### src/rtl/wbuf_pkg.sv
package wbuf_pkg;

    // Read-side sequencing
    typedef enum logic [1:0] {
        RD_IDLE  = 2'd0,
        RD_ISSUE = 2'd1,
        RD_WAIT  = 2'd2,
        RD_RESP  = 2'd3
    } rd_state_e;

    // Source of a read result
    typedef enum logic {
        SRC_MEMORY = 1'b0,
        SRC_QUEUE  = 1'b1
    } resp_src_e;

    function automatic int unsigned ptr_bits(input int unsigned depth);
        return (depth < 2) ? 1 : $clog2(depth);
    endfunction

endpackage

### src/rtl/wbuf_fifo.sv
module wbuf_fifo
    import wbuf_pkg::*;
#(
    parameter int unsigned DEPTH = 4,
    parameter int unsigned AW    = 16,
    parameter int unsigned DW    = 32,
    localparam int unsigned PW   = ptr_bits(DEPTH),
    localparam int unsigned CW   = $clog2(DEPTH + 1)
) (
    input  logic                          clk,
    input  logic                          rst,
    input  logic                          push,
    input  logic [AW-1:0]                 push_addr,
    input  logic [DW-1:0]                 push_data,
    input  logic                          pop,
    output logic [CW-1:0]                 count,
    output logic                          full,
    output logic                          empty,
    output logic [DEPTH-1:0][AW-1:0]      ord_addr,
    output logic [DEPTH-1:0][DW-1:0]      ord_data,
    output logic [DEPTH-1:0]              ord_vld
);
    logic [AW-1:0] slot_addr [DEPTH];
    logic [DW-1:0] slot_data [DEPTH];
    logic [PW-1:0] head, tail;

    assign full  = (count == CW'(DEPTH));
    assign empty = (count == '0);

    always_ff @(posedge clk) begin
        if (rst) begin
            head  <= '0;
            tail  <= '0;
            count <= '0;
        end else begin
            if (push) tail <= tail + PW'(1);
            if (pop)  head <= head + PW'(1);
            count <= count + CW'(push) - CW'(pop);
        end
    end

    always_ff @(posedge clk) begin
        if (push) begin
            slot_addr[tail] <= push_addr;
            slot_data[tail] <= push_data;
        end
    end

    // Present entries oldest first: position k is k places behind the head
    for (genvar k = 0; k < DEPTH; k++) begin : g_order
        logic [PW-1:0] idx;
        assign idx         = head + PW'(k);
        assign ord_addr[k] = slot_addr[idx];
        assign ord_data[k] = slot_data[idx];
        assign ord_vld[k]  = (CW'(k) < count);
    end

    // occupancy never passes the depth
    p_no_overflow_r3: assert property (@(posedge clk) disable iff (rst)
        count <= CW'(DEPTH));

    // a write is only stored when a slot is free
    p_push_has_room_r3: assert property (@(posedge clk) disable iff (rst)
        push |-> (count < CW'(DEPTH)));

    // draining needs an entry
    p_pop_nonempty_r4: assert property (@(posedge clk) disable iff (rst)
        pop |-> (count != '0));

    // one push with one pop leaves the count alone
    p_push_pop_hold_r9: assert property (@(posedge clk) disable iff (rst)
        (push && pop) |=> (count == $past(count)));

endmodule

### src/rtl/wbuf_match.sv
module wbuf_match #(
    parameter int unsigned DEPTH = 4,
    parameter int unsigned AW    = 16,
    parameter int unsigned DW    = 32
) (
    input  logic [DEPTH-1:0][AW-1:0] ord_addr,
    input  logic [DEPTH-1:0][DW-1:0] ord_data,
    input  logic [DEPTH-1:0]         ord_vld,
    input  logic [AW-1:0]            look_addr,
    output logic                     hit,
    output logic [DW-1:0]            hit_data
);
    // Scan oldest to newest; a later match overrides, so the newest wins
    always_comb begin
        hit      = 1'b0;
        hit_data = '0;
        for (int k = 0; k < DEPTH; k++) begin
            if (ord_vld[k] && (ord_addr[k] == look_addr)) begin
                hit      = 1'b1;
                hit_data = ord_data[k];
            end
        end
    end
endmodule

### src/rtl/wbuf_port_arb.sv
module wbuf_port_arb
    import wbuf_pkg::*;
#(
    parameter int unsigned AW = 16,
    parameter int unsigned DW = 32
) (
    input  logic          clk,
    input  logic          rst,
    input  logic          rd_valid,
    input  logic [AW-1:0] rd_addr,
    output logic          rd_ready,
    input  logic          lk_hit,
    input  logic [DW-1:0] lk_data,
    output logic          rd_resp_valid,
    output logic [DW-1:0] rd_resp_data,
    output logic          rd_resp_fwd,
    input  logic          head_valid,
    input  logic [AW-1:0] head_addr,
    input  logic [DW-1:0] head_data,
    output logic          pop,
    output logic          mem_req_valid,
    input  logic          mem_req_ready,
    output logic          mem_req_write,
    output logic [AW-1:0] mem_req_addr,
    output logic [DW-1:0] mem_req_data,
    input  logic          mem_rd_valid,
    input  logic [DW-1:0] mem_rd_data
);
    rd_state_e     state;
    logic [AW-1:0] miss_addr;
    logic [DW-1:0] resp_data_q;
    resp_src_e     resp_src_q;
    logic          rd_take, rd_issue;

    assign rd_ready      = (state == RD_IDLE);
    assign rd_take       = rd_valid && rd_ready;
    assign rd_issue      = (state == RD_ISSUE);

    // One port: a waiting read always outranks the queue head
    assign mem_req_valid = rd_issue || head_valid;
    assign mem_req_write = !rd_issue;
    assign mem_req_addr  = rd_issue ? miss_addr : head_addr;
    assign mem_req_data  = rd_issue ? '0 : head_data;
    assign pop           = head_valid && !rd_issue && mem_req_ready;

    assign rd_resp_valid = (state == RD_RESP);
    assign rd_resp_data  = resp_data_q;
    assign rd_resp_fwd   = (resp_src_q == SRC_QUEUE);

    always_ff @(posedge clk) begin
        if (rst) begin
            state       <= RD_IDLE;
            miss_addr   <= '0;
            resp_data_q <= '0;
            resp_src_q  <= SRC_MEMORY;
        end else begin
            unique case (state)
                RD_IDLE: if (rd_take) begin
                    if (lk_hit) begin
                        resp_data_q <= lk_data;
                        resp_src_q  <= SRC_QUEUE;
                        state       <= RD_RESP;
                    end else begin
                        miss_addr   <= rd_addr;
                        state       <= RD_ISSUE;
                    end
                end
                RD_ISSUE: if (mem_req_ready) state <= RD_WAIT;
                RD_WAIT: if (mem_rd_valid) begin
                    resp_data_q <= mem_rd_data;
                    resp_src_q  <= SRC_MEMORY;
                    state       <= RD_RESP;
                end
                RD_RESP: state <= RD_IDLE;
                default: state <= RD_IDLE;
            endcase
        end
    end

    // a miss goes to the port in the next cycle, as a read of its address
    p_miss_first_r5: assert property (@(posedge clk) disable iff (rst)
        (rd_take && !lk_hit) |=>
            (mem_req_valid && !mem_req_write && mem_req_addr == $past(rd_addr)));

    // a hit answers from the queue in the next cycle
    p_hit_forward_r7: assert property (@(posedge clk) disable iff (rst)
        (rd_take && lk_hit) |=>
            (rd_resp_valid && rd_resp_fwd && rd_resp_data == $past(lk_data)));

    // returned memory data is passed on in the next cycle
    p_mem_return_r6: assert property (@(posedge clk) disable iff (rst)
        (state == RD_WAIT && mem_rd_valid) |=>
            (rd_resp_valid && !rd_resp_fwd && rd_resp_data == $past(mem_rd_data)));

    // no new read is taken while a result is being returned
    p_single_read_r8: assert property (@(posedge clk) disable iff (rst)
        rd_resp_valid |-> !rd_ready);

    // a result lasts exactly one cycle
    p_resp_pulse_r6: assert property (@(posedge clk) disable iff (rst)
        rd_resp_valid |=> !rd_resp_valid);

endmodule

### src/rtl/wbuf_bypass.sv
module wbuf_bypass
    import wbuf_pkg::*;
#(
    parameter int unsigned DEPTH = 4,
    parameter int unsigned AW    = 16,
    parameter int unsigned DW    = 32,
    localparam int unsigned CW   = $clog2(DEPTH + 1)
) (
    input  logic          clk,
    input  logic          rst,
    input  logic          wr_valid,
    output logic          wr_ready,
    input  logic [AW-1:0] wr_addr,
    input  logic [DW-1:0] wr_data,
    input  logic          rd_valid,
    output logic          rd_ready,
    input  logic [AW-1:0] rd_addr,
    output logic          rd_resp_valid,
    output logic [DW-1:0] rd_resp_data,
    output logic          rd_resp_fwd,
    output logic          mem_req_valid,
    input  logic          mem_req_ready,
    output logic          mem_req_write,
    output logic [AW-1:0] mem_req_addr,
    output logic [DW-1:0] mem_req_data,
    input  logic          mem_rd_valid,
    input  logic [DW-1:0] mem_rd_data,
    output logic [CW-1:0] fill_level
);
    logic                     push, pop, full, empty, lk_hit;
    logic [DW-1:0]            lk_data;
    logic [DEPTH-1:0][AW-1:0] ord_addr;
    logic [DEPTH-1:0][DW-1:0] ord_data;
    logic [DEPTH-1:0]         ord_vld;

    assign wr_ready = !full;
    assign push     = wr_valid && wr_ready;

    wbuf_fifo #(.DEPTH(DEPTH), .AW(AW), .DW(DW)) u_fifo (
        .clk(clk), .rst(rst),
        .push(push), .push_addr(wr_addr), .push_data(wr_data),
        .pop(pop), .count(fill_level), .full(full), .empty(empty),
        .ord_addr(ord_addr), .ord_data(ord_data), .ord_vld(ord_vld)
    );

    wbuf_match #(.DEPTH(DEPTH), .AW(AW), .DW(DW)) u_match (
        .ord_addr(ord_addr), .ord_data(ord_data), .ord_vld(ord_vld),
        .look_addr(rd_addr), .hit(lk_hit), .hit_data(lk_data)
    );

    wbuf_port_arb #(.AW(AW), .DW(DW)) u_arb (
        .clk(clk), .rst(rst),
        .rd_valid(rd_valid), .rd_addr(rd_addr), .rd_ready(rd_ready),
        .lk_hit(lk_hit), .lk_data(lk_data),
        .rd_resp_valid(rd_resp_valid), .rd_resp_data(rd_resp_data),
        .rd_resp_fwd(rd_resp_fwd),
        .head_valid(!empty), .head_addr(ord_addr[0]), .head_data(ord_data[0]),
        .pop(pop),
        .mem_req_valid(mem_req_valid), .mem_req_ready(mem_req_ready),
        .mem_req_write(mem_req_write), .mem_req_addr(mem_req_addr),
        .mem_req_data(mem_req_data),
        .mem_rd_valid(mem_rd_valid), .mem_rd_data(mem_rd_data)
    );

    // a write request on the port always has a queued entry behind it
    p_write_needs_entry_r4: assert property (@(posedge clk) disable iff (rst)
        (mem_req_valid && mem_req_write) |-> (fill_level != '0));

    // the count moves by at most one per edge
    p_count_step_r2: assert property (@(posedge clk) disable iff (rst)
        (fill_level == $past(fill_level)) ||
        (fill_level == $past(fill_level) + CW'(1)) ||
        (fill_level == $past(fill_level) - CW'(1)));

endmodule

### config.mk
export PLATFORM = sky130hd
export DESIGN_NAME = wbuf_bypass
export DESIGN_NICKNAME = d
export VERILOG_FILES = /design/src/rtl/wbuf_pkg.sv /design/src/rtl/wbuf_fifo.sv /design/src/rtl/wbuf_match.sv /design/src/rtl/wbuf_port_arb.sv /design/src/rtl/wbuf_bypass.sv
export SDC_FILE = /design/constraint.sdc
export NUM_CORES = 1
export LEC_CHECK = 0
export ABC_AREA = 1
export BUFFER_PORTS_ARGS = -buffer_cell sky130_fd_sc_hd__buf_2
export CORE_ASPECT_RATIO = 1.5
export CORE_MARGIN = 8
export CORE_UTILIZATION = 30
export CTS_CLUSTER_DIAMETER = 50
export DETAILED_ROUTE_END_ITERATION = 8
export GPL_ROUTABILITY_DRIVEN = 1
export PLACE_DENSITY = 0.47
export SLEW_MARGIN = 0
export SYNTH_ARGS = -nofsm -noshare
export SYNTH_HDL_FRONTEND = slang
export SYNTH_SLANG_ARGS = --single-unit
export TNS_END_PERCENT = 50
### constraint.sdc
create_clock -name clk -period 4.3 [get_ports clk]
set_clock_uncertainty 0.2 [all_clocks]
set_input_delay 0 -clock clk [delete_from_list [all_inputs] [get_ports clk]]
set_output_delay 0 -clock clk [all_outputs]
set_load 0.02 [all_outputs]
# ---- Word level (Yosys, flattened, before mapping)
# Memories as Yosys holds them, arrays and structs flattened. A register that Yosys moved wholly into a read port is not among the register bits.
# Index checks and enable logic that the tools add are counted.
dict set report totals {
  ff_bits 58
  ramBits 192
  in_bits 102
  out_inout_bits 89
  n_memories 2
}
# name words word_bits read_ports rd_clocked_by_memory_dff write_ports line
set memory_table {}
lappend memory_table {u_fifo.slot_data 4 32 4 1 1 wbuf_fifo.sv:24} ;# logic [DW-1:0] slot_data [DEPTH];
lappend memory_table {u_fifo.slot_addr 4 16 4 1 1 wbuf_fifo.sv:23} ;# logic [AW-1:0] slot_addr [DEPTH];
dict set report op_classes {
  addsub 6
  n_lt_le_gt_ge 4
  eq_ne 12
  muxes 29
  bitwise_logic 1
  reduce_logical 18
}
# cell n
set op_table {}
lappend op_table {{32-bit two-way mux} 8}
lappend op_table {{16-bit equality test} 4}
lappend op_table {{32-bit one-hot mux with 2 select lines} 1}
lappend op_table {{16-bit two-way mux} 1}
lappend op_table {{2-bit two-way mux} 8}
lappend op_table {{1-bit two-way mux} 9}
lappend op_table {{1-bit logical AND} 8}
lappend op_table {{2-bit != test, second input constant} 4}
lappend op_table {{2-bit one-hot mux with 4 select lines} 1}
lappend op_table {{1-bit by 3-bit < comparator with 1-bit output, first input constant} 2}
lappend op_table {{2-bit by 3-bit < comparator with 1-bit output, first input constant} 2}
lappend op_table {{3-bit AND reduction} 2}
lappend op_table {{2-bit by 1-bit adder with 2-bit output, second input constant} 2}
lappend op_table {{2-bit adder, second input constant} 2}
lappend op_table {{2-bit equality test, second input constant} 2}
lappend op_table {{4-bit AND reduction} 1}
lappend op_table {{3-bit by 1-bit adder with 3-bit output} 1}
lappend op_table {{3-bit equality test, second input constant} 1}
lappend op_table {{1-bit logical NOT} 3}
lappend op_table {{3-bit logical NOT} 1}
lappend op_table {{3-bit by 1-bit subtractor with 3-bit output} 1}
lappend op_table {{2-bit by 1-bit equality test with 1-bit output, second input constant} 1}
lappend op_table {{2-bit logical NOT} 1}
lappend op_table {{1-bit one-hot mux with 2 select lines} 1}
lappend op_table {{other kinds (3)} 3}

# ---- Logic depth before layout (Yosys ltp)
# Gate-level depths: netlist of run 1.
# An unclocked memory read counts as a cell.
dict set report logic_depth {
  depth_word 10
  ltp_mapped 21
  depth_no_buf 19
}

# ---- By module
# Synthesis of run 1 repeated with hierarchy kept, for this count alone.
dict set report unflattened {
  hier_cells 2860
  hier_area_um2 18124.9
}
# mod instances cells_per_inst area_per_inst_um2 seq_area_each_um2
set by_module_without_submodules {}
lappend by_module_without_submodules {wbuf_fifo 1 1711 12191.7 5945.7}
lappend by_module_without_submodules {wbuf_port_arb 1 559 3138.0 1021.0}
lappend by_module_without_submodules {wbuf_match 1 586 2777.7 0.0}
lappend by_module_without_submodules {wbuf_bypass 1 4 17.5 0.0}

# ---- Least setup slack after synthesis of run 1
# No wires, ideal clock.
dict set report synth_path {
  path_kind {flip-flop to flip-flop}
  startpoint {register u_fifo.count[1]}
  endpoint {memory u_fifo.slot_addr[0][0] (enable)}
  setup_time_ns 0.454
  arrival_ns 3.090
  setup_slack_ns 0.557
  path_stages_with_launch 5
  period_less_slack_ns 3.743
  path_cell_list {dfxtp_1 > inv_1 > nand3_1 > nand2_1 > nor2_1}
}
dict set report synth_via {
  elab_chain_cells 5
}
# item line
set synth_rtl {}
lappend synth_rtl {{from (decl)} wbuf_fifo.sv:16} ;# output logic [CW-1:0] count,
lappend synth_rtl {{from (signal assigned)} wbuf_fifo.sv:38} ;# count <= count + CW'(push) - CW'(pop);
lappend synth_rtl {{3-bit equality test} wbuf_fifo.sv:27} ;# assign full = (count == CW'(DEPTH));
lappend synth_rtl {{1-bit logical NOT} wbuf_bypass.sv:36} ;# assign wr_ready = !full;
lappend synth_rtl {{net wr_ready} wbuf_bypass.sv:12} ;# output logic wr_ready,
lappend synth_rtl {{1-bit logical AND} wbuf_bypass.sv:37} ;# assign push = wr_valid && wr_ready;
lappend synth_rtl {{1-bit two-way mux} wbuf_fifo.sv:43} ;# if (push) begin
lappend synth_rtl {{1-bit two-way mux (not written as such)} wbuf_fifo.sv:44} ;# slot_addr[tail] <= push_addr;
lappend synth_rtl {{to (decl)} wbuf_fifo.sv:23}
# The timed path passes the listed nets, and every way through them passes these cells.

# ---- Worst setup path in the final report of run 1
dict set report layout_path {
  startpoint {register u_fifo.head[1]}
  endpoint {register u_arb.resp_data_q[26] (netlist: u_arb.rd_resp_data[26])}
}
dict set report layout_via {
  elab_chain_cells 10
}
# item line
set layout_rtl {}
lappend layout_rtl {{from (decl)} wbuf_fifo.sv:25} ;# logic [PW-1:0] head, tail;
lappend layout_rtl {{from (signal assigned)} wbuf_fifo.sv:37} ;# if (pop) head <= head + PW'(1);
lappend layout_rtl {{2-bit by 1-bit adder with 2-bit output} wbuf_fifo.sv:52} ;# assign idx = head + PW'(k);
lappend layout_rtl {{memory 4 x 16 bit} -}
lappend layout_rtl {{16-bit equality test} wbuf_match.sv:18} ;# if (ord_vld[k] && (ord_addr[k] == look_addr)) begin
lappend layout_rtl {{1-bit logical AND} wbuf_match.sv:18}
lappend layout_rtl {{32-bit two-way mux (3 in a row)} wbuf_match.sv:18}
lappend layout_rtl {{32-bit two-way mux} wbuf_port_arb.sv:59} ;# if (lk_hit) begin
lappend layout_rtl {{32-bit two-way mux} wbuf_port_arb.sv:58} ;# RD_IDLE: if (rd_take) begin
lappend layout_rtl {{32-bit one-hot mux with 2 select lines} wbuf_port_arb.sv:57} ;# unique case (state)
lappend layout_rtl {{to (signal assigned)} wbuf_port_arb.sv:60} ;# resp_data_q <= lk_data;
lappend layout_rtl {{to (signal assigned)} wbuf_port_arb.sv:70} ;# resp_data_q <= mem_rd_data;
lappend layout_rtl {{to (decl)} wbuf_port_arb.sv:31} ;# logic [DW-1:0] resp_data_q;
# Parallel ways exist; a longest one is shown, timed or not. The select of a mux whose other input is x is not followed.
# A chain may end at the register's enable or synchronous reset.

==> impl_results.md, run 1 <==
- Die Width: 207 um
- Post-synth EDFFs: 192
- Starting density of the core: 0.301
- DR WL/cell: 19.9 um
- Pin count of the biggest net entering global routing: 89
- Leakage: 9.48 nW
- Share of cells above drive strength 1: 0.125
- DRC: 0
- Num CTS Buffers: 31
- Clock net sink count: 252
- Global Route Usage Sum: 0.208
- Synth area leaders: edfxtp_1 (35%), nand2_1 (24%), dfxtp_1 (7.3%)
- Hold Crit Class: input port to flop
- CTS tree: built
- Clock transition at path regs: 0.06 ns
- Final count of pins violating max slew: 0
- CTS max path bufs: 3
- Critical Path Max Stage Delay: 0.56 ns
- Seq. cell area: 6980 um^2
- Total wire length: 67.4 mm
- Warnings from Yosys: 0
- Final ANT Viol Nets: 0
- Worst-Skew Late Latency: 0.59 ns
- Nets: 2784
- Max-slew headroom: 0.260
- Ports: 191
- Setup crit start kind: flop
- Crit path time final: 4.02 ns
- Multi-input gate area: 8120 um^2
- Syn Area/Cell: 6.88 um^2
- Root Driver: clkbuf_16
- Hold Vio Cnt, Final: 0
- Num rows: 105
- Worst Path Required: 4.64 ns
- Core ar.: 54400 um^2
- Seq/Total Area, Yosys: 0.426
- Synth top area share: 0.352
- Synth unique cells: 40
- Initial antenna violation count: 2
- Unrepaired setup endpoints after global routing: no
- Power Dens Cells: 616 nW/um^2
- Yosys reg bits: 252
- Crit path max fanout: 33
- TNS Setup: 0 ns
- CP arrival: 4.36 ns
- CTS H-tree lvls: 1
- Max-cap violation count: 0
- Via count: 17100
- Ys flop type: edfxtp_1
- Status: finished clean
- Final setup viols: 0
- Die area: 62500 um^2
- Area grow syn2layout: 26.5%
- Fmax: 249 MHz
- Synth cell count leaders: nand2_1 (1055), edfxtp_1 (192), nand3_1 (188), inv_1 (182), o21ai_0 (165)
- GR Overflow Total: 0
- DIE HEIGHT: 302 um
- Asr flop ratio synth: 0
- Vias in the first global route: 17000
- DP HPWL: 44.9 mm
- Mapped Nets: 2493
- DR pass1 iterations: 7
- DR vias/cell: 5.06
- Most used cell, CP: nand2_1
- Tcrit/Tclk final: 0.936
- CP Capture Type: flop
- Slowest cell on the critical path: dlygate4sd3_1
- Top-count cell post-synth: nand2_1
- Largest vdd supply drop: 0.360 mV
- Placer Congestion: 0.901
- Worst Tran Pin Value: 1.11 ns
- Synth Instances: 2378
- I/O Buffers: 190
- Area leader, netlist: edfxtp_1
- Global-route wire length before repair: 99.6 mm
- Total power: 12.7 mW
- Post-synthesis cell area: 16400 um^2
- Critical path, cell by cell: inv_2, nand2_4, nand2_4, nand2_1, nand3_1, nand2_1, nor2_1, nand2_1, nor2_1, nand3_2, inv_2, buf_4, nand2_1, nand3_1, nand2_1, nand2_1, nand2_1, a21oi_1, dlygate4sd3_1
- Critical path class: flop to flop
- Fillcell total: 5780
- 1st-iter DRT viols: 1296
## worst max-delay path: cells and delay by family (launching register included)
kind | cells | cell delay, ns
AO/OA/AOI/OAI | 1 | 0.11
flip-flops | 1 | 0.41
AND/OR/NAND/NOR | 14 | 1.70
buffers and inverters | 4 | 1.52
## routing by layer
layer / part of all wire / track usage
met1: 0.39 / 0.239
met2: 0.51 / 0.385
met3: 0.054 / 0.0240
met4: 0.037 / 0.0854
met5: 0.00019 / 0
## per-stage QoR
stage / std cells / hold slack (ns) / util / instance area, um^2 / setup slack [ns]
detailed placement: 3165 / 0.0199 / 0.330 / 17900 / 0.437
floorplan: 2378 / -0.131 / - / 16400 / 0.557
CTS: 3374 / 0.000996 / 0.378 / 20600 / 0.0186
global placement: 3165 / 0.0134 / 0.330 / 17900 / 0.414
finish: 3385 / 0.00998 / 0.381 / 20700 / 0.276
global route: 3384 / 0.00619 / 0.381 / 20700 / 0.00399
## state kept, by name, indices dropped and copies added, names as in the netlist, 2 cells and up, named ones only
register and cells:
u_arb.rd_resp_data 32, u_fifo.tail 2, u_fifo.count 3, u_fifo.slot_data 128, u_arb.state 2, u_fifo.slot_addr 64, u_fifo.head 2, u_arb.miss_addr 16
## final cells by class
class / instances / share of cell area
tap: 695 / 0.0420
clock inverter: 19 / 0.0135
timing repair buffer: 395 / 0.142
multi-input combinational: 1797 / 0.392
inverter: 192 / 0.0350
sequential: 252 / 0.337
clock buffer: 34 / 0.0380
antenna: 1 / 0.000121
## worst paths after layout
kind,slack (ns),from,cells after the start,to
hold / removal,0.01,wr_data[20],2,u_fifo.slot_data[3][20]
setup / recovery,0.28,u_fifo.head[1],19,u_arb.rd_resp_data[26]
hold reg to reg,0.24,u_arb.miss_addr[8],2,u_arb.miss_addr[8]
setup reg to reg,0.28,u_fifo.head[1],19,u_arb.rd_resp_data[26]
## placed cells by master, fill, tap and decap left out, types with 11 or more instances in the layout
| cell | netlist | layout |
|---|---|---|
| o21ai_1 | 13 | 13 |
| nand2_1 | 1055 | 1055 |
| nor2_1 | 122 | 117 |
| a21oi_1 | 106 | 106 |
| buf_4 | 8 | 43 |
| a32oi_1 | 27 | 27 |
| clkbuf_16 | 0 | 32 |
| dfxtp_1 | 60 | 57 |
| inv_1 | 182 | 181 |
| edfxtp_1 | 192 | 192 |
| nand3_1 | 188 | 187 |
| a221oi_1 | 32 | 32 |
| nand3b_1 | 16 | 16 |
| dlygate4sd3_1 | 0 | 156 |
| nor2_2 | 9 | 11 |
| o21ai_0 | 165 | 165 |
| buf_2 | 28 | 190 |
## logic make-up after synthesis
family          synth area share
flops                      0.426
xor+xnor                 0.00375
simple gates               0.352
buf+inv                   0.0832
fa+ha+maj                 0.0104
compound gates             0.125
## repair_timing
item / CTS / global route
gates resized for setup: 0 / 12
setup endpoints to repair: 0 / 19
buffers inserted: 0 / 7
hold buffers: 156 / 0
hold endpoints to repair: 252 / 0
## report_power, final
group / total, mW / internal, mW / switching (mW) / leakage, nW
combinational: 6.72 / 1.98 / 4.74 / 6.71
clock: 2.75 / 1.68 / 1.07 / 0.513
sequential: 3.28 / 3.00 / 0.281 / 2.25
Power figures use the tool's default switching activity.
==> inputs of run 2 (changes only) <==
Settings changed: BUFFER_PORTS_ARGS -buffer_cell sky130_fd_sc_hd__buf_2 to unset, DONT_BUFFER_PORTS set to 1, PLACE_DENSITY 0.47 to 0.44.
==> run 2 against run 1 <==
Compared with the run above: register-to-register slack about the same; first-iteration DRC count down 3.9%; largest cell class unchanged; highest routed layer is now met4; combinational power shrank 10%; global-route usage increased by 1.0 points; sequential power is 4% higher; die area unchanged; critical path type unchanged; flip-flop and latch count stayed put; worst hold slack got worse by 0.0051 ns; routed wire length grew 2.3%; cell count is 4.8% lower.
==> impl_results.md, run 2 (synthesized netlist as in run 1, its figures left out) <==
- Global Route Usage Sum: 0.218 (+0.00995)
- Tcrit/Tclk final: 0.938 (+0.00193)
- Crit Reg-Reg Endpoint: u_arb.miss_addr[15]
- Critical path class: flop to flop
- Fmax: 248 MHz (-0.21%)
- I/O Buffers: 0 (-100%)
- Nets: 2609 (-6.3%)
- Post-CTS Setup Bufs: 0 (unchanged)
- Hold path depth: 1 (-1)
- Largest vdd supply drop: 0.320 mV (-11%)
- Root Driver: clkbuf_16
- Area grow syn2layout: 22.3%
- Initial antenna violation count: 7 (+5)
- Share of cells above drive strength 1: 0.0587 (-0.0659)
- Most flops, register: u_fifo.slot_data
- CTS tree: built
- Die Width: 207 um (unchanged)
- Crit path max fanout: 34 (+3.0%)
- Worst Tran Pin Value: 1.19 ns (+0.0825 ns)
- Pin count of the biggest net entering global routing: 126 (+42%)
- Endpoint, Worst Hold: u_fifo.slot_addr[3][0]
- Core ar.: 54400 um^2 (unchanged)
- Max-cap violation count: 0 (unchanged)
- Num rows: 105 (unchanged)
- Critical path, cell by cell: inv_2, nand2_1, nand3_1, nand2_1, nand2_1, nand2_1, nor2_1, nand2_1, nor2_1, nand3_2, nand3_2, inv_2, nand3_1, buf_6, o21ai_0, dlygate4sd3_1, a21oi_1
- Clock net sink count: 252 (unchanged)
- Status: finished clean
- Clock transition at path regs: 0.06 ns (about the same)
- Post-layout util: 0.368 (-0.0127)
- Die area: 62500 um^2 (unchanged)
- Hold Crit Class: input port to flop
- Hold Startpoint: wr_addr[0]
- Most common cell after layout, fill and taps aside: nand2_1
- R2r worst-path depth: 17 (-2)
- Critical Path Max Stage Delay: 0.60 ns (+0.04 ns)
- Worst-Skew Late Latency: 0.54 ns (-0.05 ns)
- Crit path time final: 4.03 ns (+0.00828 ns)
- Commonest cells after routing, fill and taps aside: nand2_1 (1055), edfxtp_1 (192), nand3_1 (187)
- Fillcell total: 5712 (-1.2%)
- DP HPWL: 45.1 mm (+0.57%)
- DIE HEIGHT: 302 um (unchanged)
- GR Overflow Total: 0 (unchanged)
- Unrepaired setup endpoints after global routing: no
- Via count: 16700 (-2.5%)
- CTS H-tree lvls: 2 (+1)
- DR WL/cell: 21.4 um (+7.5%)
- Global-route wire length before repair: 102 mm (+2.4%)
- CTS max path bufs: 3 (unchanged)
- Num CTS Buffers: 36 (+16%)
- CP Capture Type: flop
- Global Route met2 Usage: 0.401 (+0.0160)
- DR vias/cell: 5.18 (+2.4%)
- DRC: 0 (unchanged)
- Total wire length: 69.0 mm (+2.3%)
- Slowest cell on the critical path: inv_2
- Leakage: 8.72 nW (-8.0%)
- Reg2Reg Setup Slack: 0.27 ns (about the same)
- 1st-iter DRT viols: 1246 (-3.9%)
- Met3 Use GR: 0.0423 (+0.0183)
- Worst Path Required: 4.57 ns (-0.07 ns)
- Vias in the first global route: 16600 (-2.4%)
- DR pass1 iterations: 5 (-2)
- Ports: 191 (unchanged)
- Hold Vio Cnt, Final: 0 (unchanged)
- Largest register FFs: 128 (unchanged)
- Max-slew headroom: 0.205 (-0.0547)
- Grt peak-use layer: met2
- Final count of pins violating max slew: 0 (unchanged)
- Power Dens Cells: 620 nW/um^2 (+0.75%)
- Final setup viols: 0 (unchanged)
- Worst setup margin: 0.268 ns (-0.00828 ns)
- Final ANT Viol Nets: 0 (unchanged)
- TNS Setup: 0 ns (unchanged)
- Global routing usage on met1: 0.240 (+0.000764)
- Starting density of the core: 0.301 (unchanged)
- Placer Congestion: 0.875 (-2.8%)
- Setup WS pre-CTS: -0.0772 ns (-0.515 ns)
- CP arrival: 4.30 ns (-0.06 ns)
- Most used cell, CP: nand2_1
- Setup crit start kind: flop
-- run 2: critical path, delay by kind of cell (launching register included) --
| family | cells | cell delay (ns) |
|---|---|---|
| buf+inv | 4 | 1.52 |
| simple gates | 11 | 1.48 |
| flops | 1 | 0.47 |
| compound gates | 2 | 0.25 |
-- run 2: worst max path at each step --
stage / startpoint / endpoint / slack (ns)
4_1_cts: u_fifo.head[0] / u_arb.rd_resp_data[24] / 0.18
3_5_place_dp: u_fifo.head[0] / u_arb.rd_resp_data[24] / -0.08
6_report: flop / u_arb.miss_addr[15] / 0.27
5_1_grt: u_fifo.head[0] / u_arb.rd_resp_data[23] / 0.02
2_1_floorplan: u_fifo.count[1] / u_fifo.slot_addr[0][0] / 0.56
3_3_place_gp: u_fifo.head[0] / u_arb.rd_resp_data[29] / 0.04
-- run 2: repair_timing --
item                                    4_1_cts  5_1_grt
hold endpoints to repair                    256        0
endpoints found under the setup margin       11       38
gates cloned                                  1        0
pin swaps                                     1        0
resized for setup                             0        3
hold buffers                                174        0
-- run 2: layer usage --
| metal | share of wire | wire (um) |
|---|---|---|
| met5 | 0 | 0 |
| met4 | 0.041 | 2860 |
| met3 | 0.064 | 4400 |
| met2 | 0.51 | 35500 |
| met1 | 0.38 | 26300 |
-- run 2: stage by stage --
step                hold slack, ns  instance area (um^2)  std cells  power (mW)
finish                     0.00485                 20000       3223        12.4
global route                0.0139                 20000       3220        13.3
CTS                      0.0000912                 20000       3215        12.5
detailed placement          -0.130                 17100       2976        9.32
global placement            -0.132                 17100       2976        9.27
floorplan                   -0.131                 16400       2378        7.62
-- run 2: power by group --
part / switching (mW) / internal (mW) / total (mW)
combinational: 4.45 / 1.60 / 6.05
sequential: 0.426 / 2.99 / 3.42
clock: 1.21 / 1.74 / 2.94
-- run 2: layout make-up --
| class | instances | area [um^2] | share of cell area |
|---|---|---|---|
| well taps | 695 | 870 | 0.0434 |
| clock inverters | 24 | 218 | 0.0109 |
| clock buffers | 40 | 947 | 0.0473 |
| repair buffers | 216 | 2170 | 0.108 |
| inverters | 192 | 723 | 0.0361 |
| diodes | 8 | 20.0 | 0.00100 |
| flip-flops and latches | 252 | 6970 | 0.348 |
| multi-input cells | 1796 | 8100 | 0.404 |
